`config.mk`:
```
export PLATFORM = sky130hd
export DESIGN_NAME = gpio_irq_port
export DESIGN_NICKNAME = d
export VERILOG_FILES = /design/src/rtl/gpio_irq_pkg.sv /design/src/rtl/gpio_sync.sv /design/src/rtl/gpio_irq_detect.sv /design/src/rtl/gpio_regs.sv /design/src/rtl/gpio_irq_port.sv
export SDC_FILE = /design/constraint.sdc
export NUM_CORES = 1
export LEC_CHECK = 0
export ABC_AREA = 1
export BUFFER_PORTS_ARGS = -buffer_cell sky130_fd_sc_hd__buf_2
export CAP_MARGIN = 20
export CORE_UTILIZATION = 60
export DETAILED_ROUTE_END_ITERATION = 10
export GPL_TIMING_DRIVEN = 1
export PLACE_DENSITY = 0.9
export SLEW_MARGIN = 20
export SYNTH_ARGS = -nofsm -noshare
export SYNTH_HDL_FRONTEND = slang
export SYNTH_SLANG_ARGS = --single-unit
```
`constraint.sdc`:
```
create_clock -name clk -period 2.8 [get_ports clk]
set_clock_uncertainty 0.15 [all_clocks]
set_input_delay 0.14 -clock clk [delete_from_list [all_inputs] [get_ports clk]]
set_output_delay 0.14 -clock clk [all_outputs]
set_load 0.01 [all_outputs]
```
`src/rtl/gpio_irq_pkg.sv`:
```
package gpio_irq_pkg;
  localparam int ADDR_W = 8;

  localparam logic [ADDR_W-1:0] A_DIR  = 8'h00;
  localparam logic [ADDR_W-1:0] A_LSEL = 8'h04;
  localparam logic [ADDR_W-1:0] A_POL  = 8'h08;
  localparam logic [ADDR_W-1:0] A_RISE = 8'h0C;
  localparam logic [ADDR_W-1:0] A_FALL = 8'h10;
  localparam logic [ADDR_W-1:0] A_IN   = 8'h14;
  localparam logic [ADDR_W-1:0] A_SET  = 8'h18;
  localparam logic [ADDR_W-1:0] A_CLR  = 8'h1C;
  localparam logic [ADDR_W-1:0] A_OUT  = 8'h20;
  localparam logic [ADDR_W-1:0] A_RAW  = 8'h24;
  localparam logic [ADDR_W-1:0] A_MASK = 8'h28;
  localparam logic [ADDR_W-1:0] A_EN   = 8'h2C;
  localparam logic [ADDR_W-1:0] A_STAT = 8'h30;
  localparam logic [ADDR_W-1:0] A_ICLR = 8'h34;
endpackage

```
`src/rtl/gpio_sync.sv`:
```
module gpio_sync #(
  parameter int N_PINS = 16
) (
  input  logic              clk,
  input  logic              rst_n,
  input  logic [N_PINS-1:0] pin_in,
  output logic [N_PINS-1:0] cur,
  output logic [N_PINS-1:0] prev
);
  logic [N_PINS-1:0] stage1;
  logic [N_PINS-1:0] stage2;
  logic [N_PINS-1:0] stage3;

  always_ff @(posedge clk or negedge rst_n) begin
    if (!rst_n) begin
      stage1 <= '0;
      stage2 <= '0;
      stage3 <= '0;
    end else begin
      stage1 <= pin_in;
      stage2 <= stage1;
      stage3 <= stage2;
    end
  end

  assign cur  = stage2;
  assign prev = stage3;

  // Cycles since reset release, saturating; used only by the latency check.
  logic [1:0] warm_q;
  always_ff @(posedge clk or negedge rst_n) begin
    if (!rst_n) warm_q <= '0;
    else if (warm_q != 2'd2) warm_q <= warm_q + 2'd1;
  end

  p_sync_latency_r4: assert property (@(posedge clk) disable iff (!rst_n)
    (warm_q == 2'd2) |-> (cur == $past(pin_in, 2)));
endmodule

```
`src/rtl/gpio_irq_detect.sv`:
```
module gpio_irq_detect #(
  parameter int N_PINS = 16
) (
  input  logic              clk,
  input  logic              rst_n,
  input  logic [N_PINS-1:0] cur,
  input  logic [N_PINS-1:0] prev,
  input  logic [N_PINS-1:0] lvl_sel,
  input  logic [N_PINS-1:0] pol,
  input  logic [N_PINS-1:0] rise_en,
  input  logic [N_PINS-1:0] fall_en,
  input  logic [N_PINS-1:0] clr_bits,
  output logic [N_PINS-1:0] pend
);
  logic [N_PINS-1:0] edge_hit;
  logic [N_PINS-1:0] lvl_hit;

  for (genvar i = 0; i < N_PINS; i++) begin : g_pin
    logic went_up;
    logic went_down;
    assign went_up     = cur[i] & ~prev[i];
    assign went_down   = ~cur[i] & prev[i];
    assign edge_hit[i] = ~lvl_sel[i] & ((went_up & rise_en[i]) | (went_down & fall_en[i]));
    assign lvl_hit[i]  = lvl_sel[i] & ~(cur[i] ^ pol[i]);
  end

  always_ff @(posedge clk or negedge rst_n) begin
    if (!rst_n) pend <= '0;
    else        pend <= (pend & ~clr_bits) | edge_hit | lvl_hit;
  end

  // a bit that is not cleared never drops
  p_pend_sticky_r7: assert property (@(posedge clk) disable iff (!rst_n)
    1'b1 |=> ((pend & $past(pend & ~clr_bits)) == $past(pend & ~clr_bits)));
  // an edge event wins over a clear in the same cycle
  p_edge_wins_r7: assert property (@(posedge clk) disable iff (!rst_n)
    1'b1 |=> ((pend & $past(edge_hit)) == $past(edge_hit)));
  // an active level keeps the bit pending
  p_level_hold_r5: assert property (@(posedge clk) disable iff (!rst_n)
    1'b1 |=> ((pend & $past(lvl_hit)) == $past(lvl_hit)));
endmodule

```
`src/rtl/gpio_regs.sv`:
```
module gpio_regs
  import gpio_irq_pkg::*;
#(
  parameter int N_PINS = 16
) (
  input  logic              clk,
  input  logic              rst_n,
  input  logic              req_valid,
  input  logic              req_write,
  input  logic [ADDR_W-1:0] req_addr,
  input  logic [N_PINS-1:0] req_wdata,
  input  logic [N_PINS-1:0] in_sync,
  input  logic [N_PINS-1:0] pend,
  output logic [N_PINS-1:0] dir_q,
  output logic [N_PINS-1:0] lsel_q,
  output logic [N_PINS-1:0] pol_q,
  output logic [N_PINS-1:0] rise_q,
  output logic [N_PINS-1:0] fall_q,
  output logic [N_PINS-1:0] out_q,
  output logic [N_PINS-1:0] clr_bits,
  output logic [N_PINS-1:0] masked,
  output logic              rsp_valid,
  output logic [N_PINS-1:0] rsp_rdata
);
  logic [N_PINS-1:0] mask_q;
  logic [N_PINS-1:0] en_q;
  logic [N_PINS-1:0] rd_mux;
  logic              wr;
  logic              rd;

  assign wr = req_valid & req_write;
  assign rd = req_valid & ~req_write;

  always_ff @(posedge clk or negedge rst_n) begin
    if (!rst_n) begin
      dir_q  <= '0;
      lsel_q <= '0;
      pol_q  <= '0;
      rise_q <= '0;
      fall_q <= '0;
      out_q  <= '0;
      mask_q <= '1;
      en_q   <= '0;
    end else if (wr) begin
      case (req_addr)
        A_DIR:   dir_q  <= req_wdata;
        A_LSEL:  lsel_q <= req_wdata;
        A_POL:   pol_q  <= req_wdata;
        A_RISE:  rise_q <= req_wdata;
        A_FALL:  fall_q <= req_wdata;
        A_SET:   out_q  <= out_q | req_wdata;
        A_CLR:   out_q  <= out_q & ~req_wdata;
        A_OUT:   out_q  <= req_wdata;
        A_MASK:  mask_q <= req_wdata;
        A_EN:    en_q   <= req_wdata;
        default: ;
      endcase
    end
  end

  assign clr_bits = (wr && req_addr == A_ICLR) ? req_wdata : '0;
  assign masked   = pend & ~mask_q & en_q;

  always_comb begin
    case (req_addr)
      A_DIR:   rd_mux = dir_q;
      A_LSEL:  rd_mux = lsel_q;
      A_POL:   rd_mux = pol_q;
      A_RISE:  rd_mux = rise_q;
      A_FALL:  rd_mux = fall_q;
      A_IN:    rd_mux = in_sync;
      A_OUT:   rd_mux = out_q;
      A_RAW:   rd_mux = pend;
      A_MASK:  rd_mux = mask_q;
      A_EN:    rd_mux = en_q;
      A_STAT:  rd_mux = masked;
      default: rd_mux = '0;
    endcase
  end

  always_ff @(posedge clk or negedge rst_n) begin
    if (!rst_n) begin
      rsp_valid <= 1'b0;
      rsp_rdata <= '0;
    end else begin
      rsp_valid <= rd;
      rsp_rdata <= rd ? rd_mux : '0;
    end
  end

  p_rsp_after_read_r10: assert property (@(posedge clk) disable iff (!rst_n)
    rsp_valid |-> $past(req_valid && !req_write));
  p_set_bits_r3: assert property (@(posedge clk) disable iff (!rst_n)
    (wr && req_addr == A_SET) |=> ((out_q & $past(req_wdata)) == $past(req_wdata)));
  p_clr_bits_r3: assert property (@(posedge clk) disable iff (!rst_n)
    (wr && req_addr == A_CLR) |=> ((out_q & $past(req_wdata)) == '0));
endmodule

```
`src/rtl/gpio_irq_port.sv`:
```
module gpio_irq_port
  import gpio_irq_pkg::*;
#(
  parameter int N_PINS = 16
) (
  input  logic              clk,
  input  logic              rst_n,
  input  logic              req_valid,
  input  logic              req_write,
  input  logic [ADDR_W-1:0] req_addr,
  input  logic [N_PINS-1:0] req_wdata,
  output logic              rsp_valid,
  output logic [N_PINS-1:0] rsp_rdata,
  input  logic [N_PINS-1:0] pin_in,
  output logic [N_PINS-1:0] pin_out,
  output logic [N_PINS-1:0] pin_oe,
  output logic              irq
);
  logic [N_PINS-1:0] cur, prev, pend, masked, clr_bits;
  logic [N_PINS-1:0] dir_q, lsel_q, pol_q, rise_q, fall_q, out_q;

  gpio_sync #(.N_PINS(N_PINS)) u_sync (
    .clk(clk), .rst_n(rst_n), .pin_in(pin_in), .cur(cur), .prev(prev)
  );

  gpio_irq_detect #(.N_PINS(N_PINS)) u_detect (
    .clk(clk), .rst_n(rst_n), .cur(cur), .prev(prev),
    .lvl_sel(lsel_q), .pol(pol_q), .rise_en(rise_q), .fall_en(fall_q),
    .clr_bits(clr_bits), .pend(pend)
  );

  gpio_regs #(.N_PINS(N_PINS)) u_regs (
    .clk(clk), .rst_n(rst_n),
    .req_valid(req_valid), .req_write(req_write), .req_addr(req_addr),
    .req_wdata(req_wdata), .in_sync(cur), .pend(pend),
    .dir_q(dir_q), .lsel_q(lsel_q), .pol_q(pol_q), .rise_q(rise_q),
    .fall_q(fall_q), .out_q(out_q), .clr_bits(clr_bits), .masked(masked),
    .rsp_valid(rsp_valid), .rsp_rdata(rsp_rdata)
  );

  assign pin_out = out_q;
  assign pin_oe  = dir_q;
  assign irq     = |masked;

  // irq never asserted without a pending bit behind it
  p_irq_needs_pend_r9: assert property (@(posedge clk) disable iff (!rst_n)
    irq |-> (pend != '0));
endmodule

```
==> results.json, run 1 <==
{
  "drc": 0,
  "layout_commonest_cell": "nand2_1",
  "rsz0062_at_grt": "false",
  "crit_chain": "nor2_1, nor4_1, nand4_1, buf_2",
  "multi_input_area_mm2": 0.003844,
  "core_mm2": 0.01583,
  "leakage_nw": 5.700,
  "rr_endpoint": "u_regs.rsp_rdata[3]$_DFF_PN0_",
  "comb_power_share_pct": 7.0,
  "drtAntennaViolNets": 0,
  "fin_nets": 1334,
  "placed_cell_area_mm2": 0.01032,
  "grt_max_degree": 77,
  "reg2reg_from": "u_regs.en_q[3]$_DFFE_PN0P_",
  "vias": 9236,
  "ys_ff_latch": 209,
  "p_sw_mw": 1.571,
  "clockBufferDepth": 3,
  "dr.pass1.iters": 6,
  "required_ns": 2.51,
  "finalCritPeriodShare_pct": 83.47,
  "period_needed_ns": 2.337,
  "dp_slack_ns": 0.5170,
  "pwr-share-clk_pct": 43.6,
  "syn_area_per_cell_um2": 8.322,
  "vias_per_cell": 6.084,
  "p_int_mw": 4.945,
  "critical_path.max_stage_delay_ns": 0.55,
  "reg2reg_depth": 8,
  "ys_types": 29,
  "finalPower_mw": 6.516,
  "end_kind": "output pin",
  "reg2reg_slack_ns": 1.34,
  "dp_hpwl_um": 17100,
  "cp-start-kind": "register",
  "worst_slew_pin_slew_ns": 0.8723,
  "portBuffers": 93,
  "gr-total-overflow": 0,
  "synthToLayoutAreaGrowth_pct": 17.42,
  "placedCellCount": 1446,
  "numCtsBuffers": 21,
  "postLayoutCellArea_mm2": 0.01137,
  "grt_util_all_layers_pct": 36.86,
  "diodes": 0,
  "grt_pass1_wl_um": 46580,
  "worst-path-buf-inv": 1,
  "final_layout_size_suffix_gt1_share_pct": 17.13,
  "setup_violations": 0,
  "crit_type": "register to output pin",
  "ctsRootBufferMaster": "clkbuf_16",
  "path_max_fanout": 3,
  "post_cts_buffers": 0,
  "final_cells": 1518,
  "drt_iter0_markers": 1295,
  "dieArea_mm2": 0.01666,
  "max_freq_mhz": 427.9,
  "crit_slowest_cell": "dfstp_2",
  "hp-class": "primary input to async pin",
  "die_w_um": 129.1,
  "synth_area_mm2": 0.009687,
  "io_pins": 94,
  "layout_setup_ws_ns": 0.4628,
  "run_status": "finished clean",
  "setup_tns_ns": 0,
  "rows": 46,
  "relSlewSlack_pct": 41.64,
  "switching_share_pct": 24.11,
  "drv_cap": 0,
  "critPathArrivalTime_ns": 2.05,
  "power-per-cell-area_mw_per_mm2": 572.8,
  "yosysSeqAreaShare_pct": 54.20,
  "final-seq-area_mm2": 0.005250,
  "initial_core_util_pct": 61.20,
  "synth_warnings": 0,
  "clkSlewWorstSetupHoldPaths_ns": 0.06,
  "htreeDepth": 1,
  "wl_per_cell_um": 19.55,
  "pwr-share-seq_pct": 49.4,
  "syn_nets": 1208,
  "wl_um": 29680,
  "mostFrequentLayoutCells": "nand2_1, dfrtp_1, nand3_1",
  "vdd_drop_max_uv": 540.8,
  "tritoncts": "built",
  "hold_viol": 0,
  "die_height_um": 129.1,
  "clock_sinks": 209,
  "clkLatencyLatePin_ns": 0.51,
  "place.gp.congestion": 0.9144,
  "antenna_found_initial": 0,
  "first_global_vias": 9159,
  "finalMaxSlewViolations": 0,
  "cp_top_family": "simple AND/OR/NAND/NOR gates",
  "synthCells": 1164,
  "fillers": 1063
}
-- metal layers --
layer / part of all wire (%) / routed length (um) / track usage, % / up-vias
li1: - / - / - / 4020
met1: 35 / 10430 / 45.75 / 4271
met2: 46 / 13600 / 57.71 / 741
met3: 13 / 3763 / 9.290 / 204
met4: 6.3 / 1884 / 24.57 / 0
met5: 0 / 0 / 0 / -
-- stage by stage --
| step | utilization, % | hold WS [ns] |
|---|---|---|
| 3_5_place_dp | 65.21 | 0.06034 |
| 3_3_place_gp | 65.21 | 0.05012 |
| 6_report | 71.87 | 0.02089 |
| 4_1_cts | 71.87 | 0.07527 |
| 2_1_floorplan | - | -0.3056 |
| 5_1_grt | 71.87 | 0.1162 |
-- registers in the layout, indices dropped and copies added, names as in the netlist --
register	cells
u_regs.mask_q	16
u_regs.dir_q	16
u_sync.stage1	16
u_regs.rsp_valid	1
u_regs.fall_q	16
u_sync.prev	16
u_regs.out_q	16
u_detect.pend	16
u_regs.rsp_rdata	16
u_regs.pol_q	16
u_regs.rise_q	16
u_regs.lsel_q	16
u_sync.cur	16
u_regs.en_q	16
-- final cells by class --
cell class,count,area share (%)
inverters,77,2.552
clock inverters,9,0.8690
well taps,216,2.376
clock buffers,26,5.137
multi-input cells,827,33.79
repair buffers,154,9.119
flip-flops and latches,209,46.16
-- Yosys cell counts --
cell type  number  area (um^2)
nand2_1       335         1257
dfrtp_1       193         4830
nand3_1       137        685.7
o21ai_0       130        650.6
nor2_1        110        412.9
inv_1          72        270.3
o21ai_2        26        227.7
buf_2          24        120.1
o21ai_1        20        100.1
a21oi_1        19        95.09
dfstp_2        16        420.4
buf_4          10        75.07
clkbuf_1       10        37.54
nand2_2         7        43.79
xnor2_1         7        61.31
xor2_1          7        61.31
buf_6           6        67.56
nand3_2         5        50.05
nor2_2          5        31.28
nor2_4          5        56.30
inv_2           4        15.01
nor4_1          4        25.02
a21boi_0        3        22.52
o311ai_0        3        26.28
nand2_4         2        22.52
clkbuf_2        1        5.000
clkinv_2        1        5.000
nand4_1         1        6.260
nor3_1          1        5.000
-- cells by family (layout without fill, tap and decap cells) --
family / Yosys count / count (layout) / synth area share, %
flip-flops: 209 / 209 / 54.20
AND/OR/NAND/NOR: 612 / 612 / 26.80
XOR/XNOR: 14 / 14 / 1.266
buffers and inverters: 128 / 266 / 6.148
AO/OA/AOI/OAI: 201 / 201 / 11.59
-- power by group through the flow --
stage               clock [mW]  combinational [mW]  sequential [mW]
global route              2.96               0.497             3.23
floorplan                    0               0.189             3.25
CTS                       2.83               0.442             3.21
finish                    2.84               0.455             3.22
global placement             0               0.378             3.26
detailed placement           0               0.395             3.26
-- repair_timing --
| item | 4_1_cts | 5_1_grt |
|---|---|---|
| hold buffers | 37 | 0 |
| endpoints found under the hold margin | 221 | 0 |
| gates resized for setup | 0 | 0 |
-- how the worst max path moves through the flow --
stage                                            start                            to  slack [ns]  cells after the start
after floorplan                            req_addr[7]  u_regs.out_q[14]$_DFFE_PN0P_        1.48                      7
after global placement                     req_addr[5]  u_regs.out_q[15]$_DFFE_PN0P_        0.66                      9
after detailed placement                   req_addr[5]   u_regs.out_q[2]$_DFFE_PN0P_        0.52                      9
after CTS                 u_regs.mask_q[1]$_DFFE_PN1P_                           irq        0.56                      4
after global routing                       req_addr[0]   u_regs.out_q[3]$_DFFE_PN0P_        0.34                      9
final                     u_regs.mask_q[1]$_DFFE_PN1P_                           irq        0.46                      4
(Power assumes the default switching activity.)
==> inputs of run 2 (changes only) <==
- ABC_AREA: 1 -> 0
- CORE_UTILIZATION: 60 -> 59
- PLACE_DENSITY: 0.9 -> 0.89
- clock period: 2.8 -> 2.2 ns (I/O delays scaled with it)
==> run 2 against run 1 <==
Flip-flop and latch count stayed put. Count of clock-buffer cells in the layout is 7 higher. Sequential power is 38% higher. Sequential share of layout area is 1.2 points lower. Die area is 0.62% lower. Wire length is 3.0% lower. Via count is 15% lower. First-iteration DRC count is 16% lower. Area after synthesis is 2.3% lower. Critical endpoint unchanged. Largest cell class unchanged.
==> results.json, run 2 <==
{
  "run_status": "finished clean",
  "synth_edf_count": 0,
  "yosysSeqAreaShare_pct": 55.47,
  "htreeDepth": 1,
  "path_max_fanout": 3,
  "first_global_vias": 7904,
  "synthCells": 763,
  "setup_violations": 0,
  "p_int_mw": 6.890,
  "ctsRootBufferMaster": "clkbuf_16",
  "synth_top_cell_by_area": "dfrtp_1",
  "fin_nets": 985,
  "max_freq_mhz": 459.6,
  "syn_nets": 807,
  "synthTopCellsByArea": "dfrtp_1, mux2_2, dfstp_2, a22o_1, nand2_1",
  "clock_sinks": 209,
  "setup_tns_ns": 0,
  "portBuffers": 93,
  "p_sw_mw": 2.257,
  "core_mm2": 0.01543,
  "clockBufferDepth": 3,
  "dieArea_mm2": 0.01655,
  "critPathArrivalTime_ns": 1.92,
  "ys_types": 53,
  "postLayoutCellArea_mm2": 0.01167,
  "io_pins": 94,
  "synthToLayoutAreaGrowth_pct": 23.30,
  "pwr-share-clk_pct": 41.8,
  "synth_area_mm2": 0.009465,
  "final-seq-area_mm2": 0.005250,
  "gr-total-overflow": 0,
  "synth_most_common_cell": "dfrtp_1",
  "grt_util_all_layers_pct": 36.26,
  "end_kind": "output pin",
  "vias": 7875,
  "comb_power_share_pct": 9.6,
  "vias_per_cell": 6.748,
  "drv_cap": 0,
  "multi_input_area_mm2": 0.003965,
  "cp-startpoint": "u_regs.mask_q[13]$_DFFE_PN1P_",
  "clkSlewWorstSetupHoldPaths_ns": 0.06,
  "fillers": 931,
  "period_needed_ns": 2.176,
  "switching_share_pct": 24.67,
  "leakage_nw": 5.293,
  "clkLatencyLatePin_ns": 0.51,
  "place.gp.congestion": 0.9756,
  "dp_hpwl_um": 18980,
  "hold_viol": 0,
  "die_w_um": 128.7,
  "syn_area_per_cell_um2": 12.41,
  "wl_per_cell_um": 24.66,
  "required_ns": 1.94,
  "tritoncts": "built",
  "worst_slew_pin_slew_ns": 0.6052,
  "pwr-share-seq_pct": 48.6,
  "hp-class": "primary input to async pin",
  "reg2reg_from": "u_regs.lsel_q[5]$_DFFE_PN0P_",
  "vdd_drop_max_uv": 632.8,
  "synthArstFlopShare_pct": 100.0,
  "dr.pass1.iters": 6,
  "synth_common_cells": "dfrtp_1, mux2_2, nand2_1",
  "initial_core_util_pct": 61.35,
  "placed_cell_area_mm2": 0.01057,
  "wl_um": 28780,
  "relSlewSlack_pct": 59.65,
  "ys.flop_type": "dfrtp_1",
  "cp-start-kind": "register",
  "final_layout_size_suffix_gt1_share_pct": 38.60,
  "die_height_um": 128.7,
  "power-per-cell-area_mw_per_mm2": 783.7,
  "crit_type": "register to output pin",
  "finalCritPeriodShare_pct": 98.90,
  "post_cts_buffers": 0,
  "synth_top_area_share_pct": 51.02,
  "fin_util_pct": 75.65,
  "finalMaxSlewViolations": 0,
  "drc": 0,
  "grt_max_degree": 71,
  "rsz0062_at_grt": "false",
  "numCtsBuffers": 22,
  "drtAntennaViolNets": 0,
  "antenna_found_initial": 0,
  "ys_ff_latch": 209,
  "grt_pass1_wl_um": 44750,
  "drt_iter0_markers": 1088,
  "diodes": 0,
  "hold-worst-slack_ns": 0.01739,
  "layout_commonest_cell": "dfrtp_1",
  "mostFrequentLayoutCells": "dfrtp_1, mux2_2, buf_2",
  "synth_warnings": 0,
  "rows": 45
}
-- run 2: cell types whose count changed in the layout (fill, tap and decap cells not counted), sizes merged, moves of 21 or more --
cell	delta
a22o	+40
a22oi	+21
buf	+51
inv	-74
mux2	+130
nand2	-287
nand3	-135
nor2	-60
o21ai	-142
-- run 2: kinds of logic (layout without fill, tap and decap cells) --
| family | Yosys count | count (layout) | synth area share (%) |
|---|---|---|---|
| AO/OA/AOI/OAI | 175 | 175 | 13.81 |
| buffers and inverters | 51 | 244 | 2.776 |
| flip-flops | 209 | 209 | 55.47 |
| multiplexers | 150 | 150 | 17.98 |
| AND/OR/NAND/NOR | 178 | 178 | 9.967 |
-- run 2: final timing paths --
kind                                                  to  slack [ns]  depth (start not counted)
setup / recovery                                     irq        0.02                          5
hold / removal              u_regs.lsel_q[4]$_DFFE_PN0P_        0.02                          2
setup reg to reg           u_regs.rsp_rdata[5]$_DFF_PN0_        0.47                          4
hold reg to reg                 u_sync.cur[12]$_DFF_PN0_        0.19                          0
max in group asynchronous  u_regs.mask_q[14]$_DFFE_PN1P_        1.12                          3
min in group clk           u_regs.rsp_rdata[2]$_DFF_PN0_        0.06                          5
-- run 2: what timing repair did --
action / 4_1_cts / 5_1_grt
hold buffers: 35 / 0
endpoints found under the hold margin: 361 / 0
endpoints found under the setup margin: 1 / 0
resized for setup: 1 / 0
-- run 2: power by group through the flow --
stage	Clock (mW)	Combinational, mW	Sequential, mW
2_1_floorplan	0	0.439	4.41
6_report	3.82	0.879	4.45
4_1_cts	3.84	0.867	4.42
3_5_place_dp	0	0.813	4.47
3_3_place_gp	0	0.776	4.47
5_1_grt	4.03	0.941	4.46
-- run 2: final cells by class --
class                   count  share of cell area, %
multi-input cells         503                  33.97
inverters                   2                0.06432
repair buffers            203                  12.32
clock buffers              33                  5.682
flip-flops and latches    209                  44.98
clock inverters             6                 0.7183
well taps                 211                  2.262
-- run 2: stage by stage --
stage | power (mW) | setup WS (ns) | instances
2_1_floorplan | 4.846 | 0.05281 | 763
3_3_place_gp | 5.245 | 0.06770 | 1093
3_5_place_dp | 5.288 | 0.03175 | 1093
4_1_cts | 9.132 | 0.04161 | 1167
5_1_grt | 9.436 | 0.01827 | 1167
6_report | 9.147 | 0.02424 | 1167
-- run 2: worst max-delay path: stages (launching register included) --
cell      delay [ns]
dfstp_2         0.55
nand3b_1        0.17
nand4_1         0.16
nor4_2          0.22
nand2_1         0.14
buf_2           0.16
-- run 2: layer usage --
metal,vias up,part of all wire [%],GRT usage [%],wire [um]
li1,3214,-,-,-
met1,3886,36,46.05,10310
met2,601,46,56.38,13190
met3,174,12,10.44,3459
met4,0,6.3,20.00,1820
met5,-,0,0,0
==> inputs of run 3 (changes only) <==
- CORE_ASPECT_RATIO: unset -> 1.25
- CTS_BUF_LIST: unset -> sky130_fd_sc_hd__clkbuf_16
==> run 3 against run 2 <==
Non-clock buffer count fell by 3. Flip-flop and latch count did not move. Sequential share of layout area rose by 0.34 points. Critical path depth did not move. Sequential power barely moved. First-iteration DRC count fell by 19%. Die area barely moved.
==> results.json, run 3 (synthesis results as in run 2) <==
{
  "finalCritPeriodShare_pct": 97.70,
  "antenna_found_initial": 2,
  "dieArea_mm2": 0.01656,
  "mostFrequentLayoutCells": "dfrtp_1, mux2_2, buf_2",
  "end_kind": "output pin",
  "relSlewSlack_pct": 51.99,
  "io_pins": 94,
  "p_int_mw": 6.555,
  "cp-start-kind": "register",
  "numCtsBuffers": 21,
  "critPathArrivalTime_ns": 1.89,
  "layout_commonest_cell": "dfrtp_1",
  "grt_max_degree": 72,
  "portBuffers": 93,
  "reg2reg_slack_ns": 0.46,
  "rr_endpoint": "u_regs.rsp_rdata[6]$_DFF_PN0_",
  "max_freq_mhz": 465.2,
  "crit_type": "register to output pin",
  "period_needed_ns": 2.149,
  "pwr-share-clk_pct": 39.4,
  "layout_setup_ws_ns": 0.05060,
  "power-per-cell-area_mw_per_mm2": 760.0,
  "p_sw_mw": 2.248,
  "fin_nets": 981,
  "vias": 7846,
  "die_w_um": 115.3,
  "wl_um": 28480,
  "wl_per_cell_um": 24.39,
  "drt_iter0_markers": 881,
  "htreeDepth": 1,
  "pwr-share-seq_pct": 50.6,
  "drv_cap": 0,
  "tritoncts": "built",
  "place.gp.congestion": 0.9626,
  "vias_per_cell": 6.717,
  "setup_violations": 0,
  "cp-startpoint": "u_regs.mask_q[14]$_DFFE_PN1P_",
  "reg2reg_from": "u_regs.mask_q[6]$_DFFE_PN1P_",
  "initial_core_util_pct": 60.54,
  "reg2reg_depth": 4,
  "die_height_um": 143.6,
  "finalMaxSlewViolations": 0,
  "synthToLayoutAreaGrowth_pct": 22.38,
  "rsz0062_at_grt": "false",
  "required_ns": 1.94,
  "rows": 51,
  "fillers": 983,
  "clkSlewWorstSetupHoldPaths_ns": 0.06,
  "clkLatencyLatePin_ns": 0.50,
  "hp-class": "primary input to register",
  "endpoint": "irq",
  "grt_pass1_wl_um": 44080,
  "clock_sinks": 209,
  "hold-worst-slack_ns": 0.03817,
  "dr.pass1.iters": 8,
  "final_layout_size_suffix_gt1_share_pct": 38.03,
  "path_max_fanout": 3,
  "placed_cell_area_mm2": 0.01056,
  "comb_power_share_pct": 10.0,
  "switching_share_pct": 25.54,
  "setup_tns_ns": 0,
  "grt_util_all_layers_pct": 35.86,
  "vdd_drop_max_uv": 646.5,
  "core_mm2": 0.01563,
  "gr-total-overflow": 0,
  "ctsRootBufferMaster": "clkbuf_16",
  "postLayoutCellArea_mm2": 0.01158,
  "dp_slack_ns": 0.04230,
  "leakage_nw": 5.250,
  "hold_viol": 0,
  "clockBufferDepth": 3,
  "dp_hpwl_um": 19180,
  "post_cts_buffers": 0,
  "run_status": "finished clean",
  "drtAntennaViolNets": 0,
  "worst_slew_pin_slew_ns": 0.7182,
  "first_global_vias": 7983,
  "drc": 0
}
## run 3: repair_timing
action	4_1_cts	5_1_grt
endpoints found under the setup margin	1	1
hold buffers	35	0
hold endpoints to repair	341	0
gates resized for setup	1	0
pin swaps	1	1
## run 3: cell type report
class | instances | area (um^2) | area share (%)
Clock buffer | 21 | 525.5 | 4.537
Multi-Input combinational cell | 503 | 3965 | 34.23
Tap cell | 212 | 265.3 | 2.290
Timing Repair Buffer | 200 | 1428 | 12.32
Sequential cell | 209 | 5250 | 45.32
Clock inverter | 17 | 132.6 | 1.145
Antenna cell | 4 | 10.01 | 0.08641
Inverter | 2 | 7.507 | 0.06481
## run 3: stage by stage
| step | utilization, % | power (mW) | cells |
|---|---|---|---|
| final | 74.09 | 8.803 | 1168 |
| after global placement | 67.54 | 5.250 | 1091 |
| after global routing | 74.06 | 9.054 | 1166 |
| after floorplan | - | 4.846 | 763 |
| after detailed placement | 67.54 | 5.303 | 1091 |
| after CTS | 74.03 | 8.806 | 1164 |
## run 3: worst min path at each step
stage | start | end | slack, ns | cells after the start
after floorplan | rst_n | u_detect.pend[0]$_DFF_PN0_ | -0.34 | 0
after global placement | rst_n | u_sync.cur[0]$_DFF_PN0_ | 0.01 | 1
after detailed placement | rst_n | u_sync.cur[0]$_DFF_PN0_ | 0.02 | 1
after CTS | req_addr[1] | u_regs.rsp_rdata[10]$_DFF_PN0_ | 0.02 | 5
after global routing | req_addr[1] | u_regs.rsp_rdata[13]$_DFF_PN0_ | 0.07 | 5
final | req_addr[1] | u_regs.rsp_rdata[10]$_DFF_PN0_ | 0.04 | 5
## run 3: worst max-delay path: stages, from the launching register on
cell and delay, ns:
dfstp_2 0.55, nand3b_1 0.18, nand4_1 0.16, nor4_2 0.21, nand2_1 0.13, buf_2 0.16
## run 3: power groups by stage
stage                     registers, mW  clock network, mW  logic [mW]
after floorplan                    4.41                  0       0.439
after detailed placement           4.49                  0       0.815
final                              4.45               3.47       0.878
after global routing               4.47               3.64       0.944
after global placement             4.47                  0       0.775
after CTS                          4.43               3.50       0.872
## run 3: per-layer routing
layer	GRT usage, %	up-vias	part of all wire, %
li1	-	3215	-
met1	44.00	3867	36
met2	56.21	572	47
met3	9.068	192	10
met4	23.79	0	6.7
met5	0	-	0
